===== src/rtl/scrub_pkg.sv =====
package scrub_pkg;

    typedef enum logic [1:0] {
        ST_IDLE  = 2'd0,
        ST_READ  = 2'd1,
        ST_CHECK = 2'd2,
        ST_WRITE = 2'd3
    } scrub_state_e;

    typedef enum logic [1:0] {
        V_CLEAN  = 2'd0,
        V_SINGLE = 2'd1,
        V_DOUBLE = 2'd2
    } verdict_e;

    function automatic int check_bits(input int data_w);
        int p;
        p = 0;
        for (int k = 0; k < 16; k++) begin
            if ((1 << p) < data_w + p + 1) p = p + 1;
        end
        return p;
    endfunction

    function automatic int code_width(input int data_w);
        return data_w + check_bits(data_w) + 1;
    endfunction

endpackage


===== src/rtl/scrub_secded.sv =====
module scrub_secded #(
    parameter int DATA_W = 32
) (
    input  logic [scrub_pkg::code_width(DATA_W)-1:0] word_in,
    output logic [scrub_pkg::code_width(DATA_W)-1:0] word_fixed,
    output scrub_pkg::verdict_e                      verdict
);
    localparam int CW = scrub_pkg::code_width(DATA_W);
    localparam int SW = scrub_pkg::check_bits(DATA_W);

    logic [SW-1:0] syn;
    logic          odd;
    logic          fixable;
    logic [CW-1:0] flip;

    always_comb begin
        syn = '0;
        for (int i = 1; i < CW; i++) begin
            if (word_in[i]) syn = syn ^ SW'(i);
        end
        odd     = ^word_in;
        fixable = odd && (int'(syn) < CW);
        for (int i = 0; i < CW; i++) begin
            flip[i] = fixable && (syn == SW'(i));
        end
        word_fixed = word_in ^ flip;
        if (!odd) verdict = (syn == '0) ? scrub_pkg::V_CLEAN : scrub_pkg::V_DOUBLE;
        else      verdict = fixable ? scrub_pkg::V_SINGLE : scrub_pkg::V_DOUBLE;
    end
endmodule


===== src/rtl/scrub_addr_gen.sv =====
module scrub_addr_gen #(
    parameter int ADDR_W = 8
) (
    input  logic              clk,
    input  logic              rst_n,
    input  logic              advance,
    input  logic [ADDR_W-1:0] cfg_base,
    input  logic [ADDR_W-1:0] cfg_last,
    output logic [ADDR_W-1:0] addr,
    output logic              wrap
);
    logic [ADDR_W-1:0] offset_q;
    logic              at_end;

    assign addr   = cfg_base + offset_q;
    assign at_end = (addr >= cfg_last);
    assign wrap   = advance && at_end;

    always_ff @(posedge clk or negedge rst_n) begin
        if (!rst_n)       offset_q <= '0;
        else if (advance) offset_q <= at_end ? '0 : offset_q + 1'b1;
    end
endmodule


===== src/rtl/scrub_sat_cnt.sv =====
module scrub_sat_cnt #(
    parameter int CNT_W = 8
) (
    input  logic             clk,
    input  logic             rst_n,
    input  logic             inc,
    output logic [CNT_W-1:0] count
);
    always_ff @(posedge clk or negedge rst_n) begin
        if (!rst_n)                   count <= '0;
        else if (inc && count != '1)  count <= count + 1'b1;
    end
endmodule


===== src/rtl/ecc_scrubber.sv =====
module ecc_scrubber #(
    parameter int DATA_W = 32,
    parameter int ADDR_W = 8,
    parameter int CNT_W  = 8
) (
    input  logic                                     clk,
    input  logic                                     rst_n,
    input  logic                                     refresh_tick,
    input  logic [ADDR_W-1:0]                        cfg_base,
    input  logic [ADDR_W-1:0]                        cfg_last,
    output logic                                     mem_req,
    output logic                                     mem_we,
    output logic [ADDR_W-1:0]                        mem_addr,
    output logic [scrub_pkg::code_width(DATA_W)-1:0] mem_wdata,
    input  logic                                     mem_gnt,
    input  logic [scrub_pkg::code_width(DATA_W)-1:0] mem_rdata,
    output logic                                     scrub_busy,
    output logic                                     pass_done,
    output logic [CNT_W-1:0]                         corr_cnt,
    output logic [CNT_W-1:0]                         uncorr_cnt,
    output logic [CNT_W-1:0]                         miss_cnt,
    output logic                                     err_flag,
    output logic [ADDR_W-1:0]                        err_addr
);
    import scrub_pkg::*;

    localparam int CW     = code_width(DATA_W);
    localparam int N_CNT  = 3;

    scrub_state_e      state_q, state_d;
    logic [CW-1:0]     word_q;
    logic [CW-1:0]     word_fixed;
    verdict_e          verdict;
    logic [ADDR_W-1:0] scrub_addr;
    logic              advance, wrap;
    logic              in_check;
    logic [N_CNT-1:0]  cnt_inc;
    logic [CNT_W-1:0]  cnt_val [N_CNT];

    scrub_secded #(.DATA_W(DATA_W)) u_dec (
        .word_in    (word_q),
        .word_fixed (word_fixed),
        .verdict    (verdict)
    );

    scrub_addr_gen #(.ADDR_W(ADDR_W)) u_addr (
        .clk      (clk),
        .rst_n    (rst_n),
        .advance  (advance),
        .cfg_base (cfg_base),
        .cfg_last (cfg_last),
        .addr     (scrub_addr),
        .wrap     (wrap)
    );

    // state register
    always_ff @(posedge clk or negedge rst_n) begin
        if (!rst_n) state_q <= ST_IDLE;
        else        state_q <= state_d;
    end

    // transitions
    always_comb begin
        state_d = state_q;
        unique case (state_q)
            ST_IDLE:  if (refresh_tick) state_d = ST_READ;
            ST_READ:  if (mem_gnt)      state_d = ST_CHECK;
            ST_CHECK: state_d = (verdict == V_SINGLE) ? ST_WRITE : ST_IDLE;
            ST_WRITE: if (mem_gnt)      state_d = ST_IDLE;
            default:  state_d = ST_IDLE;
        endcase
    end

    // outputs
    always_comb begin
        mem_req    = 1'b0;
        mem_we     = 1'b0;
        advance    = 1'b0;
        in_check   = 1'b0;
        scrub_busy = 1'b1;
        unique case (state_q)
            ST_IDLE:  scrub_busy = 1'b0;
            ST_READ:  mem_req = 1'b1;
            ST_CHECK: begin
                in_check = 1'b1;
                advance  = (verdict != V_SINGLE);
            end
            ST_WRITE: begin
                mem_req = 1'b1;
                mem_we  = 1'b1;
                advance = mem_gnt;
            end
            default:  scrub_busy = 1'b0;
        endcase
    end

    assign mem_addr  = scrub_addr;
    assign mem_wdata = word_fixed;

    always_ff @(posedge clk or negedge rst_n) begin
        if (!rst_n) begin
            word_q    <= '0;
            pass_done <= 1'b0;
            err_flag  <= 1'b0;
            err_addr  <= '0;
        end else begin
            pass_done <= wrap;
            if (state_q == ST_READ && mem_gnt) word_q <= mem_rdata;
            if (in_check && verdict == V_DOUBLE) begin
                err_flag <= 1'b1;
                err_addr <= scrub_addr;
            end
        end
    end

    assign cnt_inc[0] = in_check && (verdict == V_SINGLE);
    assign cnt_inc[1] = in_check && (verdict == V_DOUBLE);
    assign cnt_inc[2] = refresh_tick && (state_q != ST_IDLE);

    generate
        for (genvar g = 0; g < N_CNT; g++) begin : g_cnt
            scrub_sat_cnt #(.CNT_W(CNT_W)) u_cnt (
                .clk   (clk),
                .rst_n (rst_n),
                .inc   (cnt_inc[g]),
                .count (cnt_val[g])
            );
        end
    endgenerate

    assign corr_cnt   = cnt_val[0];
    assign uncorr_cnt = cnt_val[1];
    assign miss_cnt   = cnt_val[2];
endmodule


===== config.mk =====
export PLATFORM = sky130hd
export DESIGN_NAME = ecc_scrubber
export DESIGN_NICKNAME = d
export VERILOG_FILES = /design/src/rtl/scrub_pkg.sv /design/src/rtl/scrub_secded.sv /design/src/rtl/scrub_addr_gen.sv /design/src/rtl/scrub_sat_cnt.sv /design/src/rtl/ecc_scrubber.sv
export SDC_FILE = /design/constraint.sdc
export NUM_CORES = 1
export LEC_CHECK = 0
export BUFFER_PORTS_ARGS = -buffer_cell sky130_fd_sc_hd__buf_2
export CELL_PAD_IN_SITES_DETAIL_PLACEMENT = 1
export CELL_PAD_IN_SITES_GLOBAL_PLACEMENT = 1
export CORE_MARGIN = 2
export CORE_UTILIZATION = 44
export CTS_BUF_LIST = sky130_fd_sc_hd__clkbuf_16
export CTS_CLUSTER_DIAMETER = 40
export DETAILED_ROUTE_END_ITERATION = 16
export PLACE_DENSITY_LB_ADDON = 0.1
export SLEW_MARGIN = 20
export SYNTH_ARGS = -nofsm -noshare
export SYNTH_HDL_FRONTEND = slang
export SYNTH_SLANG_ARGS = --single-unit

===== constraint.sdc =====
create_clock -name clk -period 5.2 [get_ports clk]
set_clock_uncertainty 0.15 [all_clocks]
set_input_delay 0.52 -clock clk [delete_from_list [all_inputs] [get_ports clk]]
set_output_delay 0.52 -clock clk [all_outputs]
set_load 0.01 [all_outputs]

# [Yosys cells after proc, flatten, opt, wreduce, memory -nomap -nowiden]
# Cells that the tools add are included.
[word_totals] register_bits=83 inputBits=59 out_inout_bits=84 wordCells=210
[classes] addsub=5 n_lt_le_gt_ge=2 eq_ne=50 n_mux=52 n_bitwise=38 n_reduce_logical=54
[ops] operator="6-bit by 5-bit == test with 1-bit output, second input constant" n=16
[ops] operator="5-bit 2-to-1 mux" n=16
[ops] operator="6-bit by 4-bit == test with 1-bit output, second input constant" n=8
[ops] operator="1-bit logical AND" n=48
[ops] operator="6-bit == test, second input constant" n=7
[ops] operator="6-bit 2-to-1 mux" n=7
[ops] operator="3-bit NOT" n=13
[ops] operator="39-bit parity" n=1
[ops] operator="39-bit bitwise XOR" n=1
[ops] operator="8-bit by 1-bit adder with 8-bit output, second input constant" n=4
[ops] operator="4-bit 2-to-1 mux" n=8
[ops] operator="2-bit NOT" n=13
[ops] operator="6-bit by 3-bit == test with 1-bit output, second input constant" n=4
[ops] operator="8-bit inequality test, second input constant" n=3
[ops] operator="4-bit NOT" n=5
[ops] operator="2-bit 2-to-1 mux" n=9
[ops] operator="6-bit by 2-bit == test with 1-bit output, second input constant" n=2
[ops] operator="3-bit 2-to-1 mux" n=4
[ops] operator="8-bit adder" n=1
[ops] operator="8-bit >= comparator" n=1
[ops] operator="8-bit 2-to-1 mux" n=1
[ops] operator="2-bit case mux with 4 select lines" n=1
[ops] operator="2-bit == test, second input constant" n=3
[ops] operator="6-bit by 1-bit == test with 1-bit output, second input constant" n=1
[ops] operator="other kinds (13)" n=24

# [Logic depth before layout (Yosys ltp)]
# Gate-level depths: netlist of the first run.
[logic_depth] ltp_word=77 ltp_mapped=14 mapped_depth_nobuf=14

# [Hierarchy]
# A second synthesis of the first run with hierarchy kept.
[unflattened] hier_cells=514 hier_area_um2=5685.5
[modules_own_cells] module="ecc_scrubber" n_inst=1 cells_each=121 area_each_um2=2052.0 seq_area_each_um2=1276.2
[modules_own_cells] module="scrub_secded" n_inst=1 cells_each=182 area_each_um2=1488.9 seq_area_each_um2=0.0
[modules_own_cells] module="scrub_sat_cnt" n_inst=3 cells_each=34 area_each_um2=407.9 seq_area_each_um2=200.2
[modules_own_cells] module="scrub_addr_gen" n_inst=1 cells_each=109 area_each_um2=920.9 seq_area_each_um2=200.2

# [Worst setup path before layout of the first run]
# OpenSTA, ideal clock, no wires.
[synth_timing] path_type="input -> register" start="input port cfg_base[1]" end="register u_addr.offset_q[3]" setup_time_ps=95 arrival_time_ps=3057 t_required_ps=4955 path_slack_ps=1897 path_stages=14 path_buffers=1 cell_sequence="ha_1 -> a21o_1 -> a21oi_1 -> o21bai_1 -> a21oi_1 -> o21bai_1 -> a21oi_1 -> xnor2_1 -> ha_1 -> a21oi_1 -> o21ai_1 -> or2_0 -> clkbuf_1 -> o31ai_1"
[synth_via] elab_chain_len=3
[synth_lines] item="from (decl)" line="ecc_scrubber.sv:9" text="input logic [ADDR_W-1:0] cfg_base,"
[synth_lines] item="8-bit adder" line="scrub_addr_gen.sv:15" text="assign addr = cfg_base + offset_q;"
[synth_lines] item="net mem_addr[7]" line="ecc_scrubber.sv:13" text="output logic [ADDR_W-1:0] mem_addr,"
[synth_lines] item="8-bit >= comparator" line="scrub_addr_gen.sv:16" text="assign at_end = (addr >= cfg_last);"
[synth_lines] item="8-bit 2-to-1 mux" line="scrub_addr_gen.sv:21" text="else if (advance) offset_q <= at_end ? '0 : offset_q + 1'b1;"
[synth_lines] item="to (signal assigned)" line="scrub_addr_gen.sv:21"
[synth_lines] item="to (decl)" line="scrub_addr_gen.sv:12" text="logic [ADDR_W-1:0] offset_q;"
# The timed path passes the listed nets, and every way through them passes these cells.
# A chain may end at the register's enable or synchronous reset.

# [Final worst setup path of the first run]
[layout_timing] start="register word_q[30]" end="output port mem_wdata[15] (netlist bit)"
[layout_via] elab_chain_len=17 word_cells_on_any_way=21 classes_between="1 x order compare; 1 x eq/ne; 9 x mux; 7 x bitwise; 3 x reduce/logical"
[layout_lines] item="from (decl)" line="ecc_scrubber.sv:31" text="logic [CW-1:0] word_q;"
[layout_lines] item="from (signal assigned)" line="ecc_scrubber.sv:108" text="if (state_q == ST_READ && mem_gnt) word_q <= mem_rdata;"
[layout_lines] item="5-bit 2-to-1 mux" line="scrub_secded.sv:19" text="if (word_in[i]) syn = syn ^ SW'(i);"
[layout_lines] item="5-bit NOT (no source line)"
[layout_lines] item="5-bit 2-to-1 mux" line="scrub_secded.sv:19"
[layout_lines] item="6-bit 2-to-1 mux (2 in a row)" line="scrub_secded.sv:19"
[layout_lines] item="2-bit NOT (no source line) or 6-bit 2-to-1 mux (tied branches)"
[layout_lines] item="6-bit 2-to-1 mux" line="scrub_secded.sv:19"
[layout_lines] item="3-bit NOT (no source line) or 2-bit NOT (tied branches)"
[layout_lines] item="6-bit 2-to-1 mux" line="scrub_secded.sv:19"
[layout_lines] item="6-bit 2-to-1 mux or 3-bit NOT (tied branches)"
[layout_lines] item="6-bit 2-to-1 mux" line="scrub_secded.sv:19"
[layout_lines] item="3-bit NOT (no source line)"
[layout_lines] item="6-bit 2-to-1 mux" line="scrub_secded.sv:19"
[layout_lines] item="6-bit < comparator" line="scrub_secded.sv:22" text="fixable = odd && (int'(syn) < CW);"
[layout_lines] item="1-bit logical AND" line="scrub_secded.sv:22"
[layout_lines] item="1-bit logical AND *" line="scrub_secded.sv:24" text="flip[i] = fixable && (syn == SW'(i));"
[layout_lines] item="39-bit bitwise XOR *" line="scrub_secded.sv:26" text="word_fixed = word_in ^ flip;"
[layout_lines] item="to (decl)" line="ecc_scrubber.sv:14" text="output logic [scrub_pkg::code_width(DATA_W)-1:0] mem_wdata,"
# Every way passes the cells marked *; elsewhere a longest branch is shown, timed or not.

==> results of run 1 <==
-- flip-flops by register name (all words and copies together) (netlist names) --
register	count
state_q	2
word_q	39
pass_done	1
g_cnt.u_cnt.count	24
u_addr.offset_q	8
err_addr	8
err_flag	1
-- placed cells by master (no fill, tap or decap), drive strengths merged, types with 6 or more instances in the layout --
master	synthesis	layout
ha	19	19
buf	3	145
o21ai	15	15
clkbuf	9	9
nor2b	6	6
nor3	7	7
inv	16	18
xor2	25	25
mux2	50	50
dfrtp	83	83
a21oi	10	10
nand4	6	6
nand3	24	24
nand2b	7	7
nor2	15	15
nand2	47	47
and3	10	10
xnor2	105	105
-- worst max-delay path, cell delays in order, from the launching register on --
cell,delay (ns)
dfrtp_1,0.47
xnor2_1,0.28
xnor2_2,0.15
xnor2_1,0.35
xor2_1,0.41
nor3b_1,0.79
nor2b_1,0.35
nand2_1,0.11
xnor2_1,0.24
buf_2,0.18
-- synth_stat cells, drive strengths merged, types with 4 or more instances --
cell      n  area (µm²)
dfrtp    83        2080
nor2b     6        37.5
xor2     25         226
o21ai    15        75.1
xnor3     4        91.3
inv      16        60.1
a21o      4        30.0
ha       19         238
clkbuf    9        33.8
and3     10        62.6
nand2    47         176
nand4     6        37.5
xnor2   105         942
mux2     50         571
nand2b    7        43.8
o31ai     4        30.0
a21oi    10        57.6
nor2     15        58.8
nor3      7        40.0
nand3    24         133
-- worst min path at each step --
stage,endpoint,slack [ns],depth (start not counted),from
after floorplan,err_addr[0]$_DFFE_PN0P_,0.07,0,rst_n
after global placement,word_q[29]$_DFFE_PN0P_,0.28,1,rst_n
after detailed placement,word_q[30]$_DFFE_PN0P_,0.28,1,rst_n
after CTS,state_q[0]$_DFFE_PN0P_,0.23,2,mem_gnt
after global routing,word_q[0]$_DFFE_PN0P_,0.25,2,mem_rdata[0]
final,word_q[19]$_DFFE_PN0P_,0.24,2,mem_rdata[19]
-- metrics by stage --
stage	hold WS, ns	worst slack (ns)
after global placement	0.275	1.39
after CTS	0.234	0.877
after global routing	0.247	0.536
final	0.243	0.834
after floorplan	0.0744	1.90
after detailed placement	0.282	1.37
-- area by class of cell --
class                           count  area, µm²  area share
Tap cell                          143        179      0.0277
Clock inverter                      7       97.6      0.0151
Timing Repair Buffer              146        746       0.115
Sequential cell                    83       2080       0.321
Inverter                           16       60.1     0.00929
Antenna cell                        1       2.50    0.000387
Multi-Input combinational cell    382       3080       0.476
Clock buffer                        9        225      0.0348
-- routing by layer --
layer  global-route usage  vias up
met5                    0        -
met4               0.0886        0
met3               0.0462       17
met2                0.392       95
met1                0.293     2007
li1                     -     1955
-- cell families (layout without fill, tap and decap cells) --
kind of cell / after synthesis / after routing
simple gates: 136 / 136
mux: 50 / 50
buf+inv: 28 / 178
xor+xnor: 134 / 134
other cells: 0 / 1
fa+ha+maj: 20 / 20
flops: 83 / 83
compound gates: 42 / 42
==> out/metrics.csv, run 1 <==
metric,value,unit
syn avg cell area,10.7,µm²
Worst-Skew Late Latency,0.35,ns
simple-gate share of the synthesized area,0.134,
DRC viols,0,
Fin Setup TNS,0,ns
mean routed wirelength per cell,18.0,µm
CP arrival,3.70,ns
Layout Cells excl Fill,787,
Crit path required time,4.53,ns
clock root buffer,clkbuf_16,
depth of the most critical reg-to-reg path,13,
RSZ-0062 raised after global routing,false,
xor-xnor portion of the synthesized cell area,0.239,
syn nets,572,
TritonCTS clock tree,done,
WL met3,640,µm
endpoints failing setup,0,
mux cell area share after synthesis,0.108,
Initial Utilization,0.456,
worst r2r dst,u_addr.offset_q[5]$_DFFE_PN0P_,
synthesis-to-layout area growth,22.5,%
worst setup path endpoint,mem_wdata[15],
Clock Path Buffers,2,
final worst path period need,4.37,ns
Post-synth EDFFs,0,
GRT Overall Usage,0.231,
status,"finished, final reports clean",
relative slew slack,0.394,
Layout fillers,1333,
Final nets,717,
Reg-to-Reg Start,u_addr.offset_q[1]$_DFFE_PN0P_,
Synth cell types,51,
Max Cap Violations,0,
ratio of cells with drive above 1 in the final layout,0.344,
Slew Limit Fails,0,
Startpoint Class,flip-flop,
worst slew pin tran,0.903,ns
post-CTS sizing,0,
area post-placement,6130,µm²
ANT nets after route,0,
Die Ht,114,µm
worst setup path category,flip-flop to output pin,
Worst Path Max Fanout,7,
post-synthesis instance area,5280,µm²
Die W,114,µm
DR top layer,met4,
final worst path period share,0.840,
ys async rst share,1.00,
io pins,143,
Synth Warn #,0,
Post-Syn Instances,493,
Worst Hold Class,input port to flip-flop,
clock tree sinks,83,
Yosys reg bits,83,
DP Wirelength,10.6,mm
Adder-Cell Fraction of Synth Area,0.0488,
# Post-CTS Setup Buffers,0,
vias in the first global route,4347,
htree depth,3,
# port buffers,142,
reg2reg setup slack,1.64,ns
Rows,39,
DR iter-0 viols,177,
total core area,11600,µm²
sequential area share after synthesis,0.394,
largest family of logic cells by synthesized area,XOR/XNOR gates,
fmax,229,MHz
Layout Utilization,0.559,
Vias,4074,
clk slew on worst S/H paths,0.07,ns
met1 wire length,6.16,mm
initial antenna violation count,0,
die area,12900,µm²
final instance area,6460,µm²
Main synth FF type,dfrtp_1,
WL final,14.1,mm
Synth Area in Compound Gates,0.0529,
first-pass GRT wire length,23.1,mm
Vias/cell,5.18,
TritonCTS Buffers,9,
Pre-antenna DRT Iters,4,
Inst Count DP,769,
total gr overflow,0,
Routed met2 length,7.07,mm
CTS hold repair buffers,1,
Worst Setup SP,word_q[30]$_DFFE_PN0P_,
"Hold Vio Cnt, Final",0,
gpl congestion,0.828,
CP endpoint kind,output pin,
largest net degree at the start of global routing,63,
Power of run 1 is left out: the tool's default activity adds up to more than one toggle a clock period on the data nets, which glitch-free logic cannot reach.
==> run 2, diff against run 1 <==
Settings changed: ABC_AREA set to 1, CORE_UTILIZATION 44 to 38.
Clock period 5.2 ns to 4.3 ns, I/O delays scaled along.
==> run 2 against run 1 <==
Compared with the run above: the flow now finishes with violations (negative hold slack); first-iteration DRC count grew 5.6%; die area grew 33%; sequential share of layout area shrank 3.9 points; critical path type unchanged; flip-flop and latch count is the same.
==> out/metrics.csv, run 2 <==
metric,value,unit,change
status,"finished, violations left",,
failing checks,negative hold slack,,
Final nets,1133,,+58%
antenna diode count,0,,-1
CP Cell Sequence,"inv_1, nand2_1, nand2_1, nand2_1, nand2_1, nand3_1, nand3_1, nand2_1, nand2_1, nand2_2, nand2_1, inv_1, nand2_1, nand3_4, inv_2, nand2_1, or2_2, nand2_1, buf_2",,
largest net degree at the start of global routing,52,,-17%
ratio of cells with drive above 1 in the final layout,0.195,,-0.148
fmax,256,MHz,
Vias,6082,,+49%
worst slew pin tran,0.726,ns,-0.177 ns
syn avg cell area,6.71,µm²,-37%
met3 GRT Util,0.0552,,+0.00897
"Hold Vio Cnt, Final",22,,+22
Max Cap Violations,0,,unchanged
clock root buffer,clkbuf_16,,
Worst Hold Class,input port to async pin,,
gpl congestion,0.867,,+4.6%
mean routed wirelength per cell,14.8,µm,-17%
clock tree sinks,83,,unchanged
Layout Utilization,0.464,,-0.0947
DRC viols,0,,unchanged
ANT nets after route,0,,unchanged
Worst-Skew Late Latency,0.35,ns,about the same
Biggest register,word_q,,
Worst path most repeated cell,nand2_1,,
Startpoint Class,flip-flop,,
crit-path max cell delay,0.46,ns,-0.33 ns
Rows,46,,+18%
gr busiest metal,met2,,
met1 GRT Util,0.264,,-0.0293
first-pass GRT wire length,30.2,mm,+31%
Pre-antenna DRT Iters,4,,unchanged
Fin Setup TNS,0,ns,unchanged
relative slew slack,0.516,,+0.122
ys async rst share,1.00,,unchanged
RSZ-0062 raised after global routing,false,,
Main synth FF type,dfrtp_1,,
Synth Warn #,0,,unchanged
simple-gate share of the synthesized area,0.374,,+0.240
post-CTS sizing,0,,unchanged
vias in the first global route,6101,,+40%
largest family of logic cells by synthesized area,simple AND/OR/NAND/NOR gates,,
largest area contributor in the netlist,dfrtp_1,,
Die Ht,131,µm,+15%
DR iter-0 viols,187,,+5.6%
syn nets,993,,+74%
clk slew on worst S/H paths,0.07,ns,about the same
# Post-CTS Setup Buffers,0,,unchanged
total core area,15800,µm²,+37%
most numerous cell in the Yosys netlist,nand2_1,,
Synth cell types,36,,-29%
final worst path period need,3.91,ns,
sequential area share after synthesis,0.339,,-0.0551
initial antenna violation count,0,,unchanged
DP Wirelength,15.2,mm,+43%
Yosys reg bits,83,,unchanged
TritonCTS clock tree,done,,
Post-Syn Instances,914,,+85%
"Slowest-stage cell, CP",dfrtp_1,,
Vias/cell,4.77,,-7.9%
Post-synth EDFFs,0,,unchanged
Die W,131,µm,+15%
endpoints failing setup,0,,unchanged
htree depth,3,,unchanged
Adder-Cell Fraction of Synth Area,0.0420,,-0.00683
mux cell area share after synthesis,0.0128,,-0.0953
CP arrival,3.33,ns,-0.37 ns
CTS hold repair buffers,0,,-1
worst setup path category,flip-flop to output pin,,
Layout fillers,2170,,+63%
Clock Path Buffers,2,,unchanged
total gr overflow,0,,unchanged
biggest regs,"word_q x39, g_cnt.u_cnt.count x24",,
Area contributors post-synth,"dfrtp_1, nand2_1, xor2_1",,
top-area cell type share of the netlist area,0.339,,-0.0551
CP endpoint kind,output pin,,
# port buffers,142,,unchanged
"most common cell after layout, fill and taps aside",nand2_1,,
post-synthesis instance area,6130,µm²,+16%
io pins,143,,unchanged
Initial Utilization,0.388,,-0.0686
final worst path period share,0.910,,
GRT Overall Usage,0.228,,-0.00387
most frequent cells in the layout,"nand2_1, buf_2, nor2_1, dfrtp_1, inv_1",,
die area,17200,µm²,+33%
met2 usage,0.426,,+0.0341
xor-xnor portion of the synthesized cell area,0.110,,-0.129
Slew Limit Fails,0,,unchanged
max reg flops,39,,unchanged
Crit path required time,3.72,ns,-0.81 ns
TritonCTS Buffers,9,,unchanged
WL final,18.9,mm,+34%
Worst Path Max Fanout,19,,+12
synthesis-to-layout area growth,19.7,%,
Synth Area in Compound Gates,0.0485,,-0.00434
Hold Slack,-0.00655,ns,-0.249 ns
Post-synth top cells,"nand2_1, nor2_1, dfrtp_1",,
## run 2: cell types whose count changed after synthesis, moves of 9 or more
cell and change:
nand2_1 +316, xnor2_1 -80, nor2_1 +78, inv_1 +66, nand3_1 +37, a21oi_1 +35
mux2_2 -35, xor2_1 +27, inv_2 +19, and3_1 -9
## run 2: critical path: cells and delay by family, from the launching register on
| kind | cells | cell delay (ns) |
|---|---|---|
| AND/OR/NAND/NOR | 15 | 1.83 |
| buffers and inverters | 4 | 0.66 |
| flip-flops | 1 | 0.46 |
## run 2: kinds of logic after synthesis
family | Yosys count
flops | 83
mux | 7
xor+xnor | 75
simple gates | 555
compound gates | 58
fa+ha+maj | 20
buf+inv | 116
## run 2: per-layer routing
metal  vias to the layer above  share of wire
li1                       3107              -
met1                      2859           0.43
met2                        96           0.52
met3                        20          0.038
met4                         0          0.013
met5                         -              0
## run 2: through the flow
stage               cells  area (µm²)  setup WS (ns)
finish               1275        7350          0.388
global route         1275        7350         0.0953
CTS                  1275        7350          0.362
detailed placement   1259        7060          0.711
global placement     1259        7060          0.702
floorplan             914        6130           1.19
## run 2: area by class of cell
type	instances	area (µm²)	area share
repair buffers	144	728	0.0991
well taps	216	270	0.0368
clock inverters	7	58.8	0.00801
multi-input cells	715	3610	0.491
flip-flops and latches	83	2080	0.283
clock buffers	9	225	0.0307
inverters	101	379	0.0516
## run 2: worst paths after layout
kind	slack [ns]	depth (start not counted)	startpoint	end
max	0.39	19	word_q[3]$_DFFE_PN0P_	mem_wdata[8]
max in group asynchronous	3.09	2	rst_n	u_addr.offset_q[6]$_DFFE_PN0P_
max reg2reg	0.80	17	u_addr.offset_q[2]$_DFFE_PN0P_	u_addr.offset_q[7]$_DFFE_PN0P_
min reg2reg	0.33	2	err_addr[7]$_DFFE_PN0P_	err_addr[7]$_DFFE_PN0P_
min in group clk	0.16	2	mem_rdata[32]	word_q[32]$_DFFE_PN0P_
min	-0.007	1	rst_n	word_q[24]$_DFFE_PN0P_
Power of run 2 is left out for the same reason.
